==> src/rtl/dacs_pkg.sv <==
package dacs_pkg;
  localparam logic [4:0] ADDR_PREFIX = 5'b01011;

  typedef enum logic [2:0] {
    PH_IDLE, PH_ADDR, PH_ACKA, PH_CMD, PH_ACKC, PH_DATA, PH_ACKD
  } phase_e;

  // strap pair -> 7-bit bus address
  function automatic logic [6:0] strap_addr(input logic a1, input logic a0);
    return {ADDR_PREFIX, a1 ^ a0, ~a1};
  endfunction
endpackage

==> src/rtl/dacs_sync.sv <==
module dacs_sync #(
  parameter int W      = 2,
  parameter int STAGES = 2
) (
  input  logic         clk,
  input  logic         rst_n,
  input  logic [W-1:0] d,
  output logic [W-1:0] q
);
  logic [W-1:0] chain [STAGES];

  for (genvar g = 0; g < STAGES; g++) begin : g_stage
    if (g == 0) begin : g_first
      always_ff @(posedge clk) begin
        if (!rst_n) chain[g] <= '1;
        else        chain[g] <= d;
      end
    end else begin : g_next
      always_ff @(posedge clk) begin
        if (!rst_n) chain[g] <= '1;
        else        chain[g] <= chain[g-1];
      end
    end
  end

  assign q = chain[STAGES-1];
endmodule

==> src/rtl/dacs_linecond.sv <==
module dacs_linecond (
  input  logic clk,
  input  logic rst_n,
  input  logic scl,
  input  logic sda,
  output logic scl_rise,
  output logic scl_fall,
  output logic start_det,
  output logic stop_det
);
  logic scl_q, sda_q;

  always_ff @(posedge clk) begin
    if (!rst_n) begin
      scl_q <= 1'b1;
      sda_q <= 1'b1;
    end else begin
      scl_q <= scl;
      sda_q <= sda;
    end
  end

  assign scl_rise  = scl & ~scl_q;
  assign scl_fall  = ~scl & scl_q;
  assign start_det = scl & scl_q & sda_q & ~sda;
  assign stop_det  = scl & scl_q & ~sda_q & sda;
endmodule

==> src/rtl/dacs_wproto.sv <==
module dacs_wproto
  import dacs_pkg::*;
(
  input  logic       clk,
  input  logic       rst_n,
  input  logic       scl_rise,
  input  logic       scl_fall,
  input  logic       start_det,
  input  logic       stop_det,
  input  logic       sda_bit,
  input  logic [6:0] my_addr,
  output logic       sda_oe,
  output logic       cmd_take,
  output logic       data_take,
  output logic [7:0] rx_byte
);
  phase_e     ph;
  logic [3:0] bit_cnt;
  logic       oe_q;

  wire in_byte  = (ph == PH_ADDR) || (ph == PH_CMD) || (ph == PH_DATA);
  wire in_ack   = (ph == PH_ACKA) || (ph == PH_ACKC) || (ph == PH_ACKD);
  wire byte_end = in_byte && scl_fall && (bit_cnt == 4'd8);
  wire ack_end  = in_ack && scl_fall;

  always_ff @(posedge clk) begin
    if (!rst_n) begin
      ph      <= PH_IDLE;
      bit_cnt <= '0;
      rx_byte <= '0;
      oe_q    <= 1'b0;
    end else if (start_det) begin
      ph      <= PH_ADDR;
      bit_cnt <= '0;
      oe_q    <= 1'b0;
    end else if (stop_det) begin
      ph      <= PH_IDLE;
      oe_q    <= 1'b0;
    end else begin
      if (in_byte && scl_rise && (bit_cnt != 4'd8)) begin
        rx_byte <= {rx_byte[6:0], sda_bit};
        bit_cnt <= bit_cnt + 4'd1;
      end
      if (byte_end) begin
        unique case (ph)
          PH_ADDR: begin
            if (rx_byte == {my_addr, 1'b0}) begin
              ph   <= PH_ACKA;
              oe_q <= 1'b1;
            end else begin
              ph   <= PH_IDLE;
            end
          end
          PH_CMD:  begin ph <= PH_ACKC; oe_q <= 1'b1; end
          default: begin ph <= PH_ACKD; oe_q <= 1'b1; end
        endcase
      end
      if (ack_end) begin
        oe_q    <= 1'b0;
        bit_cnt <= '0;
        unique case (ph)
          PH_ACKA: ph <= PH_CMD;
          PH_ACKC: ph <= PH_DATA;
          default: ph <= PH_IDLE;
        endcase
      end
    end
  end

  assign sda_oe    = oe_q;
  assign cmd_take  = ack_end && (ph == PH_ACKC) && !start_det && !stop_det;
  assign data_take = ack_end && (ph == PH_ACKD) && !start_det && !stop_det;
endmodule

==> src/rtl/dacs_coderegs.sv <==
module dacs_coderegs #(
  parameter int CODE_W = 10,
  localparam int HI_W  = CODE_W - 8
) (
  input  logic              clk,
  input  logic              rst_n,
  input  logic              mid_reset,
  input  logic              cmd_take,
  input  logic              cmd_sd,
  input  logic [HI_W-1:0]   cmd_hi,
  input  logic              data_take,
  input  logic [7:0]        data_lo,
  output logic              stage_sd,
  output logic [CODE_W-1:0] code
);
  logic [HI_W-1:0] stage_hi;

  always_ff @(posedge clk) begin
    if (!rst_n) begin
      stage_sd <= 1'b0;
      stage_hi <= '0;
    end else if (cmd_take) begin
      stage_sd <= cmd_sd;
      stage_hi <= cmd_hi;
    end
  end

  always_ff @(posedge clk) begin
    if (!rst_n)         code <= {mid_reset, {(CODE_W-1){1'b0}}};
    else if (data_take) code <= {stage_hi, data_lo};
  end
endmodule

==> src/rtl/dac_ctl_slave.sv <==
module dac_ctl_slave
  import dacs_pkg::*;
#(
  parameter int CODE_W      = 10,
  parameter int SYNC_STAGES = 2,
  localparam int HI_W       = CODE_W - 8
) (
  input  logic              clk,
  input  logic              rst_n,
  input  logic              scl_i,
  input  logic              sda_i,
  output logic              sda_oe,
  input  logic              strap_a1,
  input  logic              strap_a0,
  input  logic              sleep_n,
  output logic [CODE_W-1:0] dac_code,
  output logic              dac_off
);
  logic       scl_s, sda_s;
  logic       scl_rise, scl_fall, start_det, stop_det;
  logic       cmd_take, data_take, stage_sd;
  logic [7:0] rx_byte;

  dacs_sync #(.W(2), .STAGES(SYNC_STAGES)) u_sync (
    .clk(clk), .rst_n(rst_n), .d({scl_i, sda_i}), .q({scl_s, sda_s})
  );

  dacs_linecond u_cond (
    .clk(clk), .rst_n(rst_n), .scl(scl_s), .sda(sda_s),
    .scl_rise(scl_rise), .scl_fall(scl_fall),
    .start_det(start_det), .stop_det(stop_det)
  );

  dacs_wproto u_proto (
    .clk(clk), .rst_n(rst_n), .scl_rise(scl_rise), .scl_fall(scl_fall),
    .start_det(start_det), .stop_det(stop_det), .sda_bit(sda_s),
    .my_addr(strap_addr(strap_a1, strap_a0)), .sda_oe(sda_oe),
    .cmd_take(cmd_take), .data_take(data_take), .rx_byte(rx_byte)
  );

  dacs_coderegs #(.CODE_W(CODE_W)) u_regs (
    .clk(clk), .rst_n(rst_n), .mid_reset(strap_a1 & strap_a0),
    .cmd_take(cmd_take), .cmd_sd(rx_byte[7]), .cmd_hi(rx_byte[HI_W-1:0]),
    .data_take(data_take), .data_lo(rx_byte), .stage_sd(stage_sd),
    .code(dac_code)
  );

  assign dac_off = ~sleep_n | stage_sd;
endmodule

==> config.mk <==
export PLATFORM = sky130hd
export DESIGN_NAME = dac_ctl_slave
export DESIGN_NICKNAME = d
export VERILOG_FILES = /design/src/rtl/dacs_pkg.sv /design/src/rtl/dacs_sync.sv /design/src/rtl/dacs_linecond.sv /design/src/rtl/dacs_wproto.sv /design/src/rtl/dacs_coderegs.sv /design/src/rtl/dac_ctl_slave.sv
export SDC_FILE = /design/constraint.sdc
export NUM_CORES = 1
export LEC_CHECK = 0
export ABC_AREA = 1
export BUFFER_PORTS_ARGS = -buffer_cell sky130_fd_sc_hd__buf_2
export CAP_MARGIN = 20
export CORE_MARGIN = 8
export CORE_UTILIZATION = 55
export CTS_CLUSTER_DIAMETER = 60
export DETAILED_ROUTE_END_ITERATION = 6
export PLACE_DENSITY = 0.78
export SLEW_MARGIN = 20
export SYNTH_ARGS = -nofsm -noshare
export SYNTH_HDL_FRONTEND = slang
export SYNTH_SLANG_ARGS = --single-unit
==> constraint.sdc <==
create_clock -name clk -period 1.83 [get_ports clk]
set_clock_uncertainty 0.2 [all_clocks]
set_input_delay 0.366 -clock clk [delete_from_list [all_inputs] [get_ports clk]]
set_output_delay 0.366 -clock clk [all_outputs]
set_load 0.02 [all_outputs]
After elaboration in Yosys (flattened, before gate mapping)
Memories as Yosys holds them, arrays and structs flattened.
Cells that the tools add are included.
{"block": "classes", "n_addsub": 1, "eq_ne": 11, "muxes": 17, "bitwise_logic": 21, "reduce_logical": 26}
{"cell": "10-bit two-way mux", "count": 2}
{"cell": "3-bit one-hot mux with 2 select lines", "count": 2}
{"cell": "1-bit logical AND", "count": 11}
{"cell": "3-bit == test (second input constant)", "count": 3}
{"cell": "1-bit NOT", "count": 9}
{"cell": "1-bit AND", "count": 8}
{"cell": "8-bit by 7-bit == test with 1-bit output", "count": 1}
{"cell": "4-bit two-way mux", "count": 2}
{"cell": "3-bit by 2-bit == test with 1-bit output (second input constant)", "count": 2}
{"cell": "1-bit two-way mux", "count": 6}
{"cell": "2-bit two-way mux", "count": 3}
{"cell": "3-bit two-way mux", "count": 2}
{"cell": "4-bit by 1-bit adder with 4-bit output (second input constant)", "count": 1}
{"cell": "4-bit == test (second input constant)", "count": 1}
{"cell": "1-bit logical OR", "count": 4}
{"cell": "4-bit inequality test (second input constant)", "count": 1}
{"cell": "2-bit AND reduction", "count": 2}
{"cell": "2-bit nonzero test", "count": 2}
{"cell": "4-bit nonzero test", "count": 1}
{"cell": "4-bit OR reduction", "count": 1}
{"cell": "3-bit by 1-bit == test with 1-bit output (second input constant)", "count": 1}
{"cell": "1-bit bitwise OR", "count": 3}
{"cell": "3-bit AND reduction", "count": 1}
{"cell": "3-bit OR reduction", "count": 1}
{"cell": "other kinds (5)", "count": 6}
{"block": "word_totals", "ff_bits": 31, "mem_bits_rw": 4, "inputBits": 7, "output_inout_bits": 12, "elab_cells": 88, "mem_count": 1}
{"memory": "u_sync.chain", "words": 2, "word_bits": 2, "read_ports": 2, "rd_clocked_by_memory_dff": 0, "write_ports": 2, "line_no": "dacs_sync.sv:10", "source": "logic [W-1:0] chain [STAGES];"}

Depth between registers and ports, before layout
{"block": "logic_depth", "ltp_word": 9, "mapped_depth": 9, "mapped_depth_nobuf": 9}

Modules after synthesis
A second synthesis with hierarchy kept.
{"block": "unflattened", "cells_unflattened": 264, "hier_area_um2": 1783.0}
{"module": "dacs_wproto", "instances": 1, "cells_per_inst": 150, "area_each_um2": 992.2, "seq_area_each_um2": 320.3}
{"module": "dacs_coderegs", "instances": 1, "cells_per_inst": 81, "area_each_um2": 560.5, "seq_area_each_um2": 270.3}
{"module": "dacs_sync", "instances": 1, "cells_per_inst": 12, "area_each_um2": 110.1, "seq_area_each_um2": 80.1}
{"module": "dacs_linecond", "instances": 1, "cells_per_inst": 15, "area_each_um2": 88.8, "seq_area_each_um2": 40.0}
{"module": "dac_ctl_slave", "instances": 1, "cells_per_inst": 6, "area_each_um2": 31.3, "seq_area_each_um2": 0.0}

Least setup slack after synthesis
Ideal clock, no wire load.
{"block": "synth_path", "path_kind": "flip-flop to flip-flop", "start": "register u_proto.bit_cnt[0]", "end": "register u_proto.ph[1]", "setup_ps": 119, "arrival_ps": 1183, "required_time_ps": 1511, "path_slack_ps": 328, "path_stages_with_launch": 10, "n_path_buf": 0, "synth_period_minus_slack_ps": 1502, "cell_sequence": "dfxtp_1 inv_1 ha_1 nand2_1 nor2_1 nand3_1 nand2_2 inv_1 nor2_1 a21oi_1"}
{"block": "synth_between", "elab_chain_cells": 3}
{"element": "from (decl)", "line_no": "dacs_wproto.sv:18", "source": "logic [3:0] bit_cnt;"}
{"element": "from (signal assigned)", "line_no": "dacs_wproto.sv:42", "source": "bit_cnt <= bit_cnt + 4'd1;"}
{"element": "4-bit == test", "line_no": "dacs_wproto.sv:23", "source": "wire byte_end = in_byte && scl_fall && (bit_cnt == 4'd8);"}
{"element": "1-bit logical AND", "line_no": "dacs_wproto.sv:23"}
{"element": "2-bit nonzero test (no source line)"}
{"element": "to (signal assigned)", "line_no": "dacs_wproto.sv:28", "source": "ph <= PH_IDLE;"}
{"element": "to (signal assigned)", "line_no": "dacs_wproto.sv:33", "source": "ph <= PH_ADDR;"}
{"element": "to (signal assigned)", "line_no": "dacs_wproto.sv:37", "source": "ph <= PH_IDLE;"}
{"element": "to (decl)", "line_no": "dacs_wproto.sv:17", "source": "phase_e ph;"}
No other way between the ends.
A chain may end at the register's enable or synchronous reset.

Final worst setup path
Ends and elaborated chain as after synthesis.

==> run summary <==
ROUTING
-------------------------------------------------------------------------------------
Vias per Instance                                                                5.18
Top metal layer carrying routed signals                                          met4
Initial DRC Count                                                                  73
Routed via count                                                                 1290
Met3 WL post-DR                                                                204 µm
Routed wire length                                                            3.07 mm
Post-route DRC                                                                      0
Mean routed wirelength per cell                                               12.3 µm
Routed met1 length                                                            1.40 mm
Antenna-violating nets left                                                         0
Detailed-router iteration count before antenna repair                               4
Met2 routed WL                                                                1.42 mm

STA
-------------------------------------------------------------------------------------
WHS                                                                         0.0180 ns
Slew @ Worst Pin                                                             0.299 ns
Achievable frequency                                                          606 MHz
RSZ-0062 raised after global routing                                            false
Share of the clock period used by the worst path after layout                   90.2%
Clock period minus worst slack                                                1.65 ns
Final worst-path setup slack                                                 0.179 ns
Final-layout setup total negative slack                                          0 ns
Number of pins exceeding their max-slew limit in the final report                   0
Max-slew headroom at the worst pin                                              80.0%
Hold violation total from the final report                                          0
Final-report setup violation count                                                  0

GLOBAL ROUTE
-------------------------------------------------------------------------------------
First-pass GRT wire length                                                    5.07 mm
Total congestion overflow                                                           0
Vias in the first global route                                                   1156
Maximum number of pins on one net before global-route repair                       17
Overall global routing resource usage                                           14.2%
Initial antenna violation count                                                     0

CTS
-------------------------------------------------------------------------------------
Buffer count from post-CTS setup fixing                                             0
CTS tree                                                                          yes
Sinks on Clock Net                                                                 35
Clk Latency, worst-skew pair                                                  0.34 ns
Clock root buffer master                                                 sky130_fd_sc_hd__clkbuf_4
Longest Clk Path Bufs                                                               2
Worst-path clk slew                                                           0.10 ns
Number of H-tree branching levels                                                   2
TritonCTS buffer count                                                              5

LOGIC SYNTHESIS
-------------------------------------------------------------------------------------
Synth top area cells                                                     sky130_fd_sc_hd__dfxtp_1 (45%), sky130_fd_sc_hd__o21ai_0 (7.9%), sky130_fd_sc_hd__a21oi_1 (7.2%)
Synthesized area per cell                                                    7.83 µm²
Portion of the post-synthesis area used by sequential elements                  46.6%
Proportion of netlist area held by the largest area contributor                 44.6%
Post-synthesis cell count                                                         195
Cell area after technology mapping                                        0.00153 mm²
Syn Nets                                                                          205
Number of warnings reported in the yosys synthesis log                              0
Synth Register Bits                                                                35
Cell type with the highest aggregate area in the netlist                 sky130_fd_sc_hd__dfxtp_1
Unique cell type count in the Yosys netlist                                        24

SETUP PATH
-------------------------------------------------------------------------------------
RR Endpoint                                                              u_proto.ph[1]
Slack of the worst reg-to-reg path                                            0.18 ns
Max FO, Critical Path                                                               4
Worst Path Class, Setup                                                       reg2reg
Endpoint class of the critical path                                         flip-flop
Start of the worst register-to-register path                             u_proto.bit_cnt[0]
Reg2Reg Depth                                                                       9
Worst Path Required                                                           1.86 ns
Startpoint type of the worst setup path                                     flip-flop
Signal arrival time at the worst endpoint                                     1.68 ns

MIN PATH
-------------------------------------------------------------------------------------
Hold EP                                                                  u_sync.chain[0][1]
Number of cells traversed by the worst hold path                                    2
Path type of the worst min-delay path                                          in2reg
HP Start                                                                        scl_i

FLOW RUN
-------------------------------------------------------------------------------------
Maximum capacitance violations                                                      0

DIE
-------------------------------------------------------------------------------------
Site row count                                                                     19
Num ports                                                                          19
Total core area                                                           0.00269 mm²
Width of the die                                                              68.7 µm
Die Outline Area                                                          0.00472 mm²
Effective utilization at floorplan                                              56.8%
Die Ht                                                                        68.7 µm

FINISH
-------------------------------------------------------------------------------------
Final net count                                                                   227
Most used cells in the layout excluding fill and tap cells               sky130_fd_sc_hd__dfxtp_1 (34), sky130_fd_sc_hd__nor2_1 (27), sky130_fd_sc_hd__nand2_1 (23), sky130_fd_sc_hd__o21ai_0 (23), sky130_fd_sc_hd__a21oi_1 (22)
Most frequent standard cell in the layout excluding fill and tap cells   sky130_fd_sc_hd__dfxtp_1
Synth-to-layout area growth                                                     13.0%
Proportion of layout cells with a drive suffix above 1                          21.1%
Number of antenna cells inserted                                                    0

POWER
-------------------------------------------------------------------------------------
LEAKAGE                                                                      0.761 nW
Peak supply drop                                                               730 µV
Power density normalized to cell area                                      829 mW/mm²

PLACED DESIGN
-------------------------------------------------------------------------------------
Number of buffers inserted by port buffering                                       18
Post-placement setup slack                                                   0.153 ns
HPWL after DPL                                                                2.30 mm
Gp weighted congestion                                                          0.865

RUN STATUS
-------------------------------------------------------------------------------------
Run status                                                                  completed

-- repair_timing --
item	CTS	global route
hold endpoints to repair	1	0
setup endpoints to repair	0	5
resized for setup	0	2
hold buffers	1	0
-- logic make-up after synthesis --
logic type	Yosys count	synth area share (%)
AOI/OAI and AO/OA	49	16.8
xor gates and xnor gates	2	1.15
adders and majority gates	3	2.46
buffers and inverters	28	8.44
DFF	35	46.6
and+or+nand+nor	78	24.6
-- registers in the layout, indices dropped and copies added, names as in the netlist --
| register | flops |
|---|---|
| u_regs.code | 10 |
| u_proto.rx_byte | 8 |
| u_proto.bit_cnt | 4 |
| u_sync.chain | 4 |
| u_proto.ph | 3 |
| u_regs.stage_hi | 2 |
| u_cond.scl_q | 1 |
| u_cond.sda_q | 1 |
| u_proto.sda_oe | 1 |
| u_regs.stage_sd | 1 |
-- routing by layer --
metal / vias up / track usage, %
met5: - / 0
met4: 0 / 5.37
met3: 5 / 5.01
met2: 31 / 23.6
met1: 571 / 16.3
li1: 683 / -
-- through the flow --
step	total power [mW]	utilization, %	cells	instance area, µm²
floorplan	0.844	-	195	1530
CTS	1.44	63.9	249	1720
global placement	0.863	60.3	240	1620
detailed placement	0.865	60.3	240	1620
global route	1.49	64.2	249	1730
finish	1.43	64.2	249	1730
-- worst max-delay path, stage by stage, from the launching register on --
cell	delay, ns
sky130_fd_sc_hd__dfxtp_1	0.35
sky130_fd_sc_hd__inv_1	0.08
sky130_fd_sc_hd__ha_1	0.16
sky130_fd_sc_hd__nand2_1	0.05
sky130_fd_sc_hd__nor2_1	0.22
sky130_fd_sc_hd__nand3_1	0.15
sky130_fd_sc_hd__nand2_2	0.12
sky130_fd_sc_hd__inv_1	0.05
sky130_fd_sc_hd__nor2_1	0.08
sky130_fd_sc_hd__a21oi_1	0.07
-- power breakdown --
part | switching, mW | total, mW | internal (mW)
sequential | 0.00534 | 0.779 | 0.774
clock | 0.258 | 0.580 | 0.323
combinational | 0.0437 | 0.0708 | 0.0271
-- synth_stat cells --
cell / n
sky130_fd_sc_hd__dfxtp_1: 34
sky130_fd_sc_hd__nor2_1: 27
sky130_fd_sc_hd__o21ai_0: 24
sky130_fd_sc_hd__nand2_1: 23
sky130_fd_sc_hd__a21oi_1: 22
sky130_fd_sc_hd__inv_1: 20
sky130_fd_sc_hd__nand3_1: 11
sky130_fd_sc_hd__or2_2: 5
sky130_fd_sc_hd__buf_6: 3
sky130_fd_sc_hd__ha_1: 3
sky130_fd_sc_hd__inv_2: 3
sky130_fd_sc_hd__a21oi_2: 2
sky130_fd_sc_hd__nand3b_1: 2
sky130_fd_sc_hd__nand4_2: 2
sky130_fd_sc_hd__nor2_2: 2
sky130_fd_sc_hd__nor2_4: 2
sky130_fd_sc_hd__nor3_1: 2
sky130_fd_sc_hd__xor2_1: 2
sky130_fd_sc_hd__clkbuf_1: 1
sky130_fd_sc_hd__clkbuf_2: 1
sky130_fd_sc_hd__edfxtp_1: 1
sky130_fd_sc_hd__nand2_2: 1
sky130_fd_sc_hd__nand3_2: 1
sky130_fd_sc_hd__o21ai_2: 1
-- worst max-delay path by stage --
stage                             startpoint                  to  slack, ns  cells after the start
after global placement              strap_a1       u_proto.ph[1]       0.22                      9
after global routing      u_proto.bit_cnt[0]       u_proto.ph[1]       0.05                      9
final                     u_proto.bit_cnt[0]       u_proto.ph[1]       0.18                      9
after detailed placement  u_proto.bit_cnt[0]  u_proto.rx_byte[7]       0.15                      6
after CTS                 u_proto.bit_cnt[0]  u_proto.rx_byte[7]       0.14                      6
after floorplan           u_proto.bit_cnt[0]       u_proto.ph[1]       0.33                      9
-- cell type report --
class	instances	area (µm²)
multi-input combinational	132	696
clock buffer	6	51.3
clock inverter	2	35.0
fill	235	961
timing repair buffer	20	108
sequential	35	711
inverter	23	86.3
tap	31	38.8
Note: power is estimated with default switching activity, not from simulation.
